===== config.mk =====
export PLATFORM = sky130hd
export DESIGN_NAME = ppt_mode_tracker
export DESIGN_NICKNAME = d
export VERILOG_FILES = /design/src/rtl/ppt_pkg.sv /design/src/rtl/ppt_sync.sv /design/src/rtl/ppt_edge.sv /design/src/rtl/ppt_neg_fsm.sv /design/src/rtl/ppt_mode_tracker.sv
export SDC_FILE = /design/constraint.sdc
export NUM_CORES = 1
export LEC_CHECK = 0
export ABC_CLOCK_PERIOD_IN_PS = 3070
export BUFFER_PORTS_ARGS = -buffer_cell sky130_fd_sc_hd__buf_4
export CAP_MARGIN = 25
export CORE_ASPECT_RATIO = 1.1
export CORE_MARGIN = 5
export CORE_UTILIZATION = 45
export CTS_CLUSTER_SIZE = 24
export DETAILED_ROUTE_END_ITERATION = 10
export GPL_ROUTABILITY_DRIVEN = 0
export SYNTH_ARGS = -nofsm -noshare
export SYNTH_HDL_FRONTEND = slang
export SYNTH_SLANG_ARGS = --single-unit

===== constraint.sdc =====
create_clock -name clk_i -period 3.07 [get_ports clk_i]
set_input_delay 0.4605 -clock clk_i [delete_from_list [all_inputs] [get_ports clk_i]]
set_output_delay 0.4605 -clock clk_i [all_outputs]
set_load 0.03 [all_outputs]

===== src/rtl/ppt_pkg.sv =====
package ppt_pkg;
  localparam int DATA_W = 8;
  localparam int CTL_W  = 4;
  // control vector bit positions
  localparam int CTL_STB  = 0;
  localparam int CTL_AFD  = 1;
  localparam int CTL_SEL  = 2;
  localparam int CTL_INIT = 3;
  // host idle levels: nInit high, nSelectIn low, nAutoFd high, nStrobe high
  localparam logic [CTL_W-1:0] CTL_IDLE = 4'b1011;

  localparam logic [DATA_W-1:0] XREQ_NIBBLE = 8'h00;
  localparam logic [DATA_W-1:0] XREQ_BYTE   = 8'h01;
  localparam logic [DATA_W-1:0] XREQ_ECP    = 8'h10;

  typedef enum logic [1:0] {
    MODE_COMPAT = 2'd0,
    MODE_NIBBLE = 2'd1,
    MODE_BYTE   = 2'd2,
    MODE_ECP    = 2'd3
  } ppt_mode_e;

  typedef enum logic [1:0] {
    ST_IDLE     = 2'd0,
    ST_WAIT_STB = 2'd1,
    ST_WAIT_REL = 2'd2,
    ST_ACTIVE   = 2'd3
  } ppt_state_e;

  typedef struct packed {
    logic      ok;
    ppt_mode_e mode;
  } ppt_dec_t;

  function automatic ppt_dec_t decode_req(input logic [DATA_W-1:0] v);
    ppt_dec_t d;
    d.ok   = 1'b1;
    d.mode = MODE_COMPAT;
    unique case (v)
      XREQ_NIBBLE: d.mode = MODE_NIBBLE;
      XREQ_BYTE:   d.mode = MODE_BYTE;
      XREQ_ECP:    d.mode = MODE_ECP;
      default:     d.ok   = 1'b0;
    endcase
    return d;
  endfunction
endpackage


===== src/rtl/ppt_sync.sv =====
module ppt_sync #(
  parameter int               W       = 4,
  parameter int               STAGES  = 2,
  parameter logic [W-1:0]     RST_VAL = '0
) (
  input  logic         clk_i,
  input  logic         rst_ni,
  input  logic [W-1:0] d_i,
  output logic [W-1:0] q_o
);
  logic [W-1:0] stg_q [STAGES];

  always_ff @(posedge clk_i or negedge rst_ni) begin
    if (!rst_ni) stg_q[0] <= RST_VAL;
    else         stg_q[0] <= d_i;
  end

  for (genvar i = 1; i < STAGES; i++) begin : g_stage
    always_ff @(posedge clk_i or negedge rst_ni) begin
      if (!rst_ni) stg_q[i] <= RST_VAL;
      else         stg_q[i] <= stg_q[i-1];
    end
  end

  assign q_o = stg_q[STAGES-1];
endmodule


===== src/rtl/ppt_edge.sv =====
module ppt_edge #(
  parameter int           W       = 4,
  parameter logic [W-1:0] RST_VAL = '0
) (
  input  logic         clk_i,
  input  logic         rst_ni,
  input  logic [W-1:0] cur_i,
  output logic [W-1:0] prev_o,
  output logic [W-1:0] rise_o,
  output logic [W-1:0] fall_o
);
  logic [W-1:0] prev_q;

  always_ff @(posedge clk_i or negedge rst_ni) begin
    if (!rst_ni) prev_q <= RST_VAL;
    else         prev_q <= cur_i;
  end

  assign prev_o = prev_q;
  assign rise_o = cur_i & ~prev_q;
  assign fall_o = ~cur_i & prev_q;
endmodule


===== src/rtl/ppt_neg_fsm.sv =====
module ppt_neg_fsm
  import ppt_pkg::*;
(
  input  logic              clk_i,
  input  logic              rst_ni,
  input  logic [CTL_W-1:0]  cur_i,
  input  logic [CTL_W-1:0]  prev_i,
  input  logic [CTL_W-1:0]  rise_i,
  input  logic [CTL_W-1:0]  fall_i,
  input  logic [DATA_W-1:0] data_i,
  output ppt_mode_e         mode_o,
  output logic              ack_o,
  output logic              neg_start_o,
  output logic              reject_o,
  output logic              ecp_rev_o
);
  ppt_state_e        state_q, state_d;
  ppt_mode_e         mode_q, mode_d;
  logic [DATA_W-1:0] lat_q, lat_d;
  logic              neg_q, neg_d, rej_q, rej_d, rev_q, rev_d;
  logic              req_cur, req_prev, req_rise, term;
  ppt_dec_t          dec;

  assign req_cur  = cur_i[CTL_SEL]  & ~cur_i[CTL_AFD];
  assign req_prev = prev_i[CTL_SEL] & ~prev_i[CTL_AFD];
  assign req_rise = req_cur & ~req_prev;
  assign term     = (state_q != ST_IDLE) & fall_i[CTL_SEL];
  assign dec      = decode_req(lat_q);

  always_comb begin
    state_d = state_q;
    mode_d  = mode_q;
    lat_d   = lat_q;
    neg_d   = 1'b0;
    rej_d   = 1'b0;
    rev_d   = 1'b0;
    if (term) begin
      state_d = ST_IDLE;
      mode_d  = MODE_COMPAT;
    end else begin
      unique case (state_q)
        ST_IDLE: if (req_rise) begin
          state_d = ST_WAIT_STB;
          neg_d   = 1'b1;
        end
        ST_WAIT_STB: if (fall_i[CTL_STB]) begin
          lat_d   = data_i;
          state_d = ST_WAIT_REL;
        end
        ST_WAIT_REL: if (rise_i[CTL_STB]) begin
          if (dec.ok) begin
            mode_d  = dec.mode;
            state_d = ST_ACTIVE;
          end else begin
            rej_d   = 1'b1;
            state_d = ST_IDLE;
          end
        end
        ST_ACTIVE: if (mode_q == MODE_ECP && (rise_i[CTL_INIT] | fall_i[CTL_INIT]))
          rev_d = 1'b1;
        default: state_d = ST_IDLE;
      endcase
    end
  end

  always_ff @(posedge clk_i or negedge rst_ni) begin
    if (!rst_ni) begin
      state_q <= ST_IDLE;
      mode_q  <= MODE_COMPAT;
      lat_q   <= '0;
      neg_q   <= 1'b0;
      rej_q   <= 1'b0;
      rev_q   <= 1'b0;
    end else begin
      state_q <= state_d;
      mode_q  <= mode_d;
      lat_q   <= lat_d;
      neg_q   <= neg_d;
      rej_q   <= rej_d;
      rev_q   <= rev_d;
    end
  end

  assign mode_o      = mode_q;
  assign ack_o       = (state_q == ST_WAIT_STB) | (state_q == ST_WAIT_REL);
  assign neg_start_o = neg_q;
  assign reject_o    = rej_q;
  assign ecp_rev_o   = rev_q;

  AST_ACK_IN_COMPAT: assert property (@(posedge clk_i) disable iff (!rst_ni)
    ack_o |-> mode_q == MODE_COMPAT);
  AST_NEG_FROM_IDLE: assert property (@(posedge clk_i) disable iff (!rst_ni)
    neg_q |-> ($past(state_q) == ST_IDLE && $past(mode_q) == MODE_COMPAT));
  AST_REJECT_TO_IDLE: assert property (@(posedge clk_i) disable iff (!rst_ni)
    rej_q |-> (mode_q == MODE_COMPAT && state_q == ST_IDLE));
  AST_TERM_COMPAT: assert property (@(posedge clk_i) disable iff (!rst_ni)
    (state_q != ST_IDLE && fall_i[CTL_SEL]) |=> (mode_q == MODE_COMPAT && !ack_o));
  AST_ACTIVE_HOLD: assert property (@(posedge clk_i) disable iff (!rst_ni)
    (state_q == ST_ACTIVE && !fall_i[CTL_SEL]) |=> $stable(mode_q));
  AST_REV_ONLY_ECP: assert property (@(posedge clk_i) disable iff (!rst_ni)
    rev_q |-> mode_q == MODE_ECP);
  AST_PULSE_EXCL: assert property (@(posedge clk_i) disable iff (!rst_ni)
    $onehot0({neg_q, rej_q, rev_q}));
  AST_NEG_SINGLE: assert property (@(posedge clk_i) disable iff (!rst_ni)
    neg_q |=> !neg_q);
  AST_REJ_SINGLE: assert property (@(posedge clk_i) disable iff (!rst_ni)
    rej_q |=> !rej_q);
endmodule


===== src/rtl/ppt_mode_tracker.sv =====
module ppt_mode_tracker
  import ppt_pkg::*;
#(
  parameter int SYNC_STAGES = 2
) (
  input  logic              clk_i,
  input  logic              rst_ni,
  input  logic              nstrobe_i,
  input  logic              nautofd_i,
  input  logic              nselectin_i,
  input  logic              ninit_i,
  input  logic [DATA_W-1:0] data_i,
  output logic [1:0]        mode_o,
  output logic              ack_o,
  output logic              neg_start_o,
  output logic              reject_o,
  output logic              ecp_rev_o
);
  localparam int BUS_W = CTL_W + DATA_W;
  localparam logic [BUS_W-1:0] BUS_IDLE = {{DATA_W{1'b0}}, CTL_IDLE};

  logic [BUS_W-1:0]  raw_bus, sync_bus;
  logic [CTL_W-1:0]  ctl_cur, ctl_prev, ctl_rise, ctl_fall;
  logic [DATA_W-1:0] data_sync;
  ppt_mode_e         mode_e;

  always_comb begin
    raw_bus                     = '0;
    raw_bus[CTL_STB]            = nstrobe_i;
    raw_bus[CTL_AFD]            = nautofd_i;
    raw_bus[CTL_SEL]            = nselectin_i;
    raw_bus[CTL_INIT]           = ninit_i;
    raw_bus[BUS_W-1:CTL_W]      = data_i;
  end

  ppt_sync #(.W(BUS_W), .STAGES(SYNC_STAGES), .RST_VAL(BUS_IDLE)) u_sync (
    .clk_i (clk_i),
    .rst_ni(rst_ni),
    .d_i   (raw_bus),
    .q_o   (sync_bus)
  );

  assign ctl_cur   = sync_bus[CTL_W-1:0];
  assign data_sync = sync_bus[BUS_W-1:CTL_W];

  ppt_edge #(.W(CTL_W), .RST_VAL(CTL_IDLE)) u_edge (
    .clk_i (clk_i),
    .rst_ni(rst_ni),
    .cur_i (ctl_cur),
    .prev_o(ctl_prev),
    .rise_o(ctl_rise),
    .fall_o(ctl_fall)
  );

  ppt_neg_fsm u_fsm (
    .clk_i      (clk_i),
    .rst_ni     (rst_ni),
    .cur_i      (ctl_cur),
    .prev_i     (ctl_prev),
    .rise_i     (ctl_rise),
    .fall_i     (ctl_fall),
    .data_i     (data_sync),
    .mode_o     (mode_e),
    .ack_o      (ack_o),
    .neg_start_o(neg_start_o),
    .reject_o   (reject_o),
    .ecp_rev_o  (ecp_rev_o)
  );

  assign mode_o = mode_e;
endmodule


Word-level counts from Yosys, hierarchy flattened
Cells that the tools add are included.
Storage, ports and cells
  register bits: 43
  input port bits: 14
  logic and storage cells: 66
Cells by class
  equal/unequal tests: 9
  multiplexer cells: 22
  bitwise logic cells: 14
  reductions and logical operators: 12
Operator list (number)
  two-way mux 2 bit: 9
  one-hot mux 2 bit (3 select lines): 2
  two-way mux 1 bit: 11
  bitwise AND 4 bit: 2
  == test 8 x 1 -> 1 bit, second input constant: 1
  == test 8 x 5 -> 1 bit, second input constant: 1
  zero test 8 bit: 1
  NOT 4 bit: 2
  nonzero test 2 bit: 4
  == test 2 bit, second input constant: 3
  inequality test 3 x 2 -> 1 bit, second input constant: 2
  AND reduction 3 bit: 2
  bitwise AND 1 bit: 4
  NOT 1 bit: 4
  AND reduction 4 bit: 1
  nonzero test 4 bit: 1
  inequality test 3 x 1 -> 1 bit, second input constant: 1
  OR reduction 3 bit: 1
  == test 2 x 1 -> 1 bit, second input constant: 1
  zero test 2 bit: 1
  OR 1 bit: 2
  logical AND 1 bit: 1

Longest topological paths before layout
  word-level depth: 7
  gate-level depth with buffers: 6

Cells and area by module
Synthesis repeated with hierarchy kept, for this count alone.
Second synthesis, totals
  cell total of the unflattened synthesis: 114
  area, all modules: 1606.5 um^2
By module, submodules not included
  ppt_neg_fsm: instances 1, cells an instance 66, area an instance 734.5 um^2
  ppt_sync: instances 1, cells an instance 36, area an instance 698.2 um^2
  ppt_edge: instances 1, cells an instance 12, area an instance 173.9 um^2

Worst setup path after synthesis
Ideal clock, no wire load.
  kind: register to register
  start: register u_fsm.state_q[0]
  end: register u_fsm.state_q[0]
  library setup time: 0.125 ns
  arrival: 1.519 ns
  data required time: 2.945 ns
  slack: 1.426 ns
  stages on the path, launching flop included: 7
  clock period less this slack: 1.644 ns
  cell sequence: dfrtp_1 > inv_1 > ha_1 > nor3b_2 > a21o_1 > o21ai_1 > mux2_2
On the way
  word-level cells in the longest chain between the ends: 4
  elaborated cells on any way between the ends: 12
  classes of those cells: 5 x eq/ne; 2 x mux; 1 x bitwise; 4 x reduce/logical
Ends and longest elaborated chain
  from (decl): RTL line ppt_neg_fsm.sv:17  | ppt_state_e state_q, state_d;
  from (signal assigned): RTL line ppt_neg_fsm.sv:75  | state_q <= state_d;
  nonzero test 2 bit: RTL line ppt_neg_fsm.sv:27  | assign term = (state_q != ST_IDLE) & fall_i[CTL_SEL];
  bitwise AND 1 bit: RTL line ppt_neg_fsm.sv:27
  inequality test 3 x 1 -> 1 bit (no line), or another cell as far along
  AND reduction 4 bit (no line)
Several ways; a longest one is shown, not always the timed one.
A chain may end at the register's enable or synchronous reset.

Final worst setup path
Same ends and word-level chain as after synthesis.

==> metrics.yaml <==
run_status:
  status: "complete, no violations"
final_layout:
  fin_nets: 137
  drive_gt1_share_pct: 41.53
  syn_to_final_growth_pct: 16.25
  fill_cells: 284
  seq_area_sq_um: 1087
  multi_input_area_sq_um: 402.9
  antennaDiodeCount: 0
worst_setup_path:
  critical_path_required_ns: 3.30
  worstSetupPathType: "flip-flop to flip-flop"
  cp_max_fo: 8
  rr_startpoint: "u_fsm.state_q[0]$_DFFE_PN0P_"
  r2r_slack_ns: 1.19
  reg2reg_to: "u_fsm.state_q[0]$_DFFE_PN0P_"
  ff2ff_path_depth: 6
  start_kind: "flip-flop"
  end_kind: "flip-flop"
  critPathArrivalTime_ns: 2.11
worst_hold_path:
  holdCritPathClass: "input port to asynchronous set/reset pin"
timing:
  period_share_pct: 61.22
  hold_violations: 0
  skew_ns: 0.004888
  fin_tns_setup_ns: 0
  rsz0062_at_grt: "no"
  fmax_mhz: 532.1
  period_minus_slack_ns: 1.879
  timing.slew.headroom_pct: 63.89
  worst_pin_slew_ns: 0.5393
  setup_viol_count_final: 0
  finalMaxSlewViolations: 0
placement:
  port_buffers: 19
  dpl.hpwl_mm: 1.492
logic_synthesis:
  synthFlopType: "dfrtp_1"
  syn_avg_cell_area_sq_um: 16.32
  ys_ff_latch: 43
  synth_cell_type_count: 29
  synth_area_leaders: "dfrtp_1, dfstp_2, mux2_2"
  async_flop_share_pct: 100.0
  synth-seq-area-share_pct: 72.42
  synth_nets: 111
  synth.most_common_cell: "dfrtp_1"
  yosysTopAreaCellShare_pct: 56.67
  syn_inst: 92
  synth_edf_count: 0
  post-synth-top-area-cell: "dfrtp_1"
  syn-cell-area_sq_um: 1501
  ys_warn_count: 0
  ys_top_cells_by_count: "dfrtp_1, dfstp_2, mux2_2, ha_1"
drt:
  finalWirelength_mm: 2.052
  drtAntennaViolNets: 0
  drc: 0
  viasPerCell: 5.045
  drtIter0Drc: 29
  wl_per_cell_um: 13.32
  vias: 777
  dr.pass1.iters: 4
power_and_ir_drop:
  seq_power_share_pct: 55.9
  p_int_uw: 921.3
  p_sw_share_pct: 29.96
  combPwrFrac_pct: 24.1
  irDropWorstVdd_mv: 0.4069
  power.leakage_nw: 0.7858
  clkPwrFrac_pct: 20.0
  power.total_mw: 1.315
  p_per_area_nw_per_um2: 753.6
  power.switching_uw: 394.1
floorplanning:
  initial_core_util_pct: 45.84
  die_h_um: 70.58
  core_area_sq_um: 3276
  row_count: 22
  io_pins: 20
  die_x_um: 65.08
  die-area_sq_um: 4593
clock_tree:
  path_clk_slew_ns: 0.11
  cts-htree-levels: 2
  cts_num_sinks: 43
  cts-root-buf: "clkbuf_4"
  cts_buffers: 5
  post_cts_buffers: 0
  clkLatencyLatePin_ns: 0.33
  cts-resized-gates: 0
  max-clock-path-buffers: 2
  holdBufCountCts: 0
  cts_tree: "done"
run:
  drv_cap: 0
global_routing:
  grt-ovfl-total: 0
  grt_pass1_wl_mm: 3.684
  antenna_found_initial: 0
  grt_pass1_vias: 839
  grt_use_total_pct: 10.87
  grt_start_max_net_pins: 44
how the worst max path moves through the flow:
stage / from / to / slack (ns) / cells past startpoint
floorplan: u_fsm.state_q[0]$_DFFE_PN0P_ / u_fsm.state_q[0]$_DFFE_PN0P_ / 1.43 / 6
global placement: u_fsm.state_q[0]$_DFFE_PN0P_ / u_fsm.state_q[0]$_DFFE_PN0P_ / 1.28 / 6
detailed placement: u_fsm.state_q[0]$_DFFE_PN0P_ / u_fsm.state_q[0]$_DFFE_PN0P_ / 1.22 / 6
CTS: u_fsm.state_q[0]$_DFFE_PN0P_ / u_fsm.state_q[0]$_DFFE_PN0P_ / 1.18 / 6
global route: u_fsm.state_q[0]$_DFFE_PN0P_ / u_fsm.state_q[0]$_DFFE_PN0P_ / 1.06 / 6
finish: u_fsm.state_q[0]$_DFFE_PN0P_ / u_fsm.state_q[0]$_DFFE_PN0P_ / 1.19 / 6
state kept, by name, summed over array words and instances (netlist names):
register	count
u_fsm.reject_o	1
u_fsm.mode_o	2
u_sync.stg_q	12
u_fsm.ecp_rev_o	1
u_fsm.lat_q	8
u_fsm.neg_start_o	1
u_edge.prev_o	4
u_sync.q_o	12
u_fsm.state_q	2
final cells by class:
cell class,count,area share (%)
Timing Repair Buffer,19,8.172
Tap cell,36,2.581
Clock buffer,6,2.939
Sequential cell,43,62.29
Clock inverter,1,0.2867
Inverter,3,0.6452
Multi-Input combinational cell,46,23.08
power groups by stage:
stage	sequential [mW]	combinational, mW	clock (mW)
after floorplan	0.738	0.236	0
after global placement	0.742	0.312	0
after detailed placement	0.750	0.317	0
after CTS	0.738	0.320	0.278
after global routing	0.752	0.357	0.304
final	0.736	0.317	0.263
metrics by stage:
step | hold WS, ns | setup WS, ns | instance area (sq um) | utilization, % | cells
after detailed placement | 0.3365 | 1.215 | 1689 | 51.57 | 147
after floorplan | 0.1649 | 1.426 | 1501 | - | 92
after global routing | 0.1020 | 1.056 | 1745 | 53.29 | 154
final | 0.08492 | 1.191 | 1745 | 53.29 | 154
after global placement | 0.3327 | 1.283 | 1689 | 51.57 | 147
after CTS | 0.09012 | 1.183 | 1745 | 53.29 | 154
placed cells by master (no fill, tap or decap), types with 2 or more instances in the layout:
| cell | count |
|---|---|
| a31oi_1 | 2 |
| a21oi_1 | 2 |
| nand2_1 | 2 |
| nand3b_1 | 2 |
| mux2_2 | 8 |
| nor2_1 | 3 |
| clkbuf_4 | 5 |
| ha_1 | 5 |
| dfrtp_1 | 34 |
| buf_4 | 19 |
| dfstp_2 | 9 |
| o21ai_0 | 2 |
| inv_1 | 3 |
| a211oi_1 | 2 |
| nand2b_1 | 2 |
critical path, stage by stage (launching register included):
cell and delay, ns:
dfrtp_1 0.43, inv_1 0.10, ha_1 0.24, nor3b_2 0.48, a21o_1 0.14, o21ai_1 0.11
mux2_2 0.29
kinds of logic (layout without fill, tap and decap cells):
| family | count (synthesis) | after routing | synth area share (%) |
|---|---|---|---|
| flops | 43 | 43 | 72.42 |
| simple gates | 18 | 18 | 9.500 |
| compound gates | 13 | 13 | 5.916 |
| mux | 9 | 9 | 6.667 |
| fa+ha+maj | 5 | 5 | 4.167 |
| buf+inv | 3 | 29 | 0.7499 |
| xor+xnor | 1 | 1 | 0.5834 |
metal layers:
metal | track usage (%) | up-vias | share of wire [%]
li1 | - | 370 | -
met1 | 11.81 | 383 | 41
met2 | 17.84 | 19 | 50
met3 | 4.444 | 5 | 6.4
met4 | 6.221 | 0 | 2.8
met5 | 0 | - | 0
Note: power is estimated with default switching activity, not from simulation.
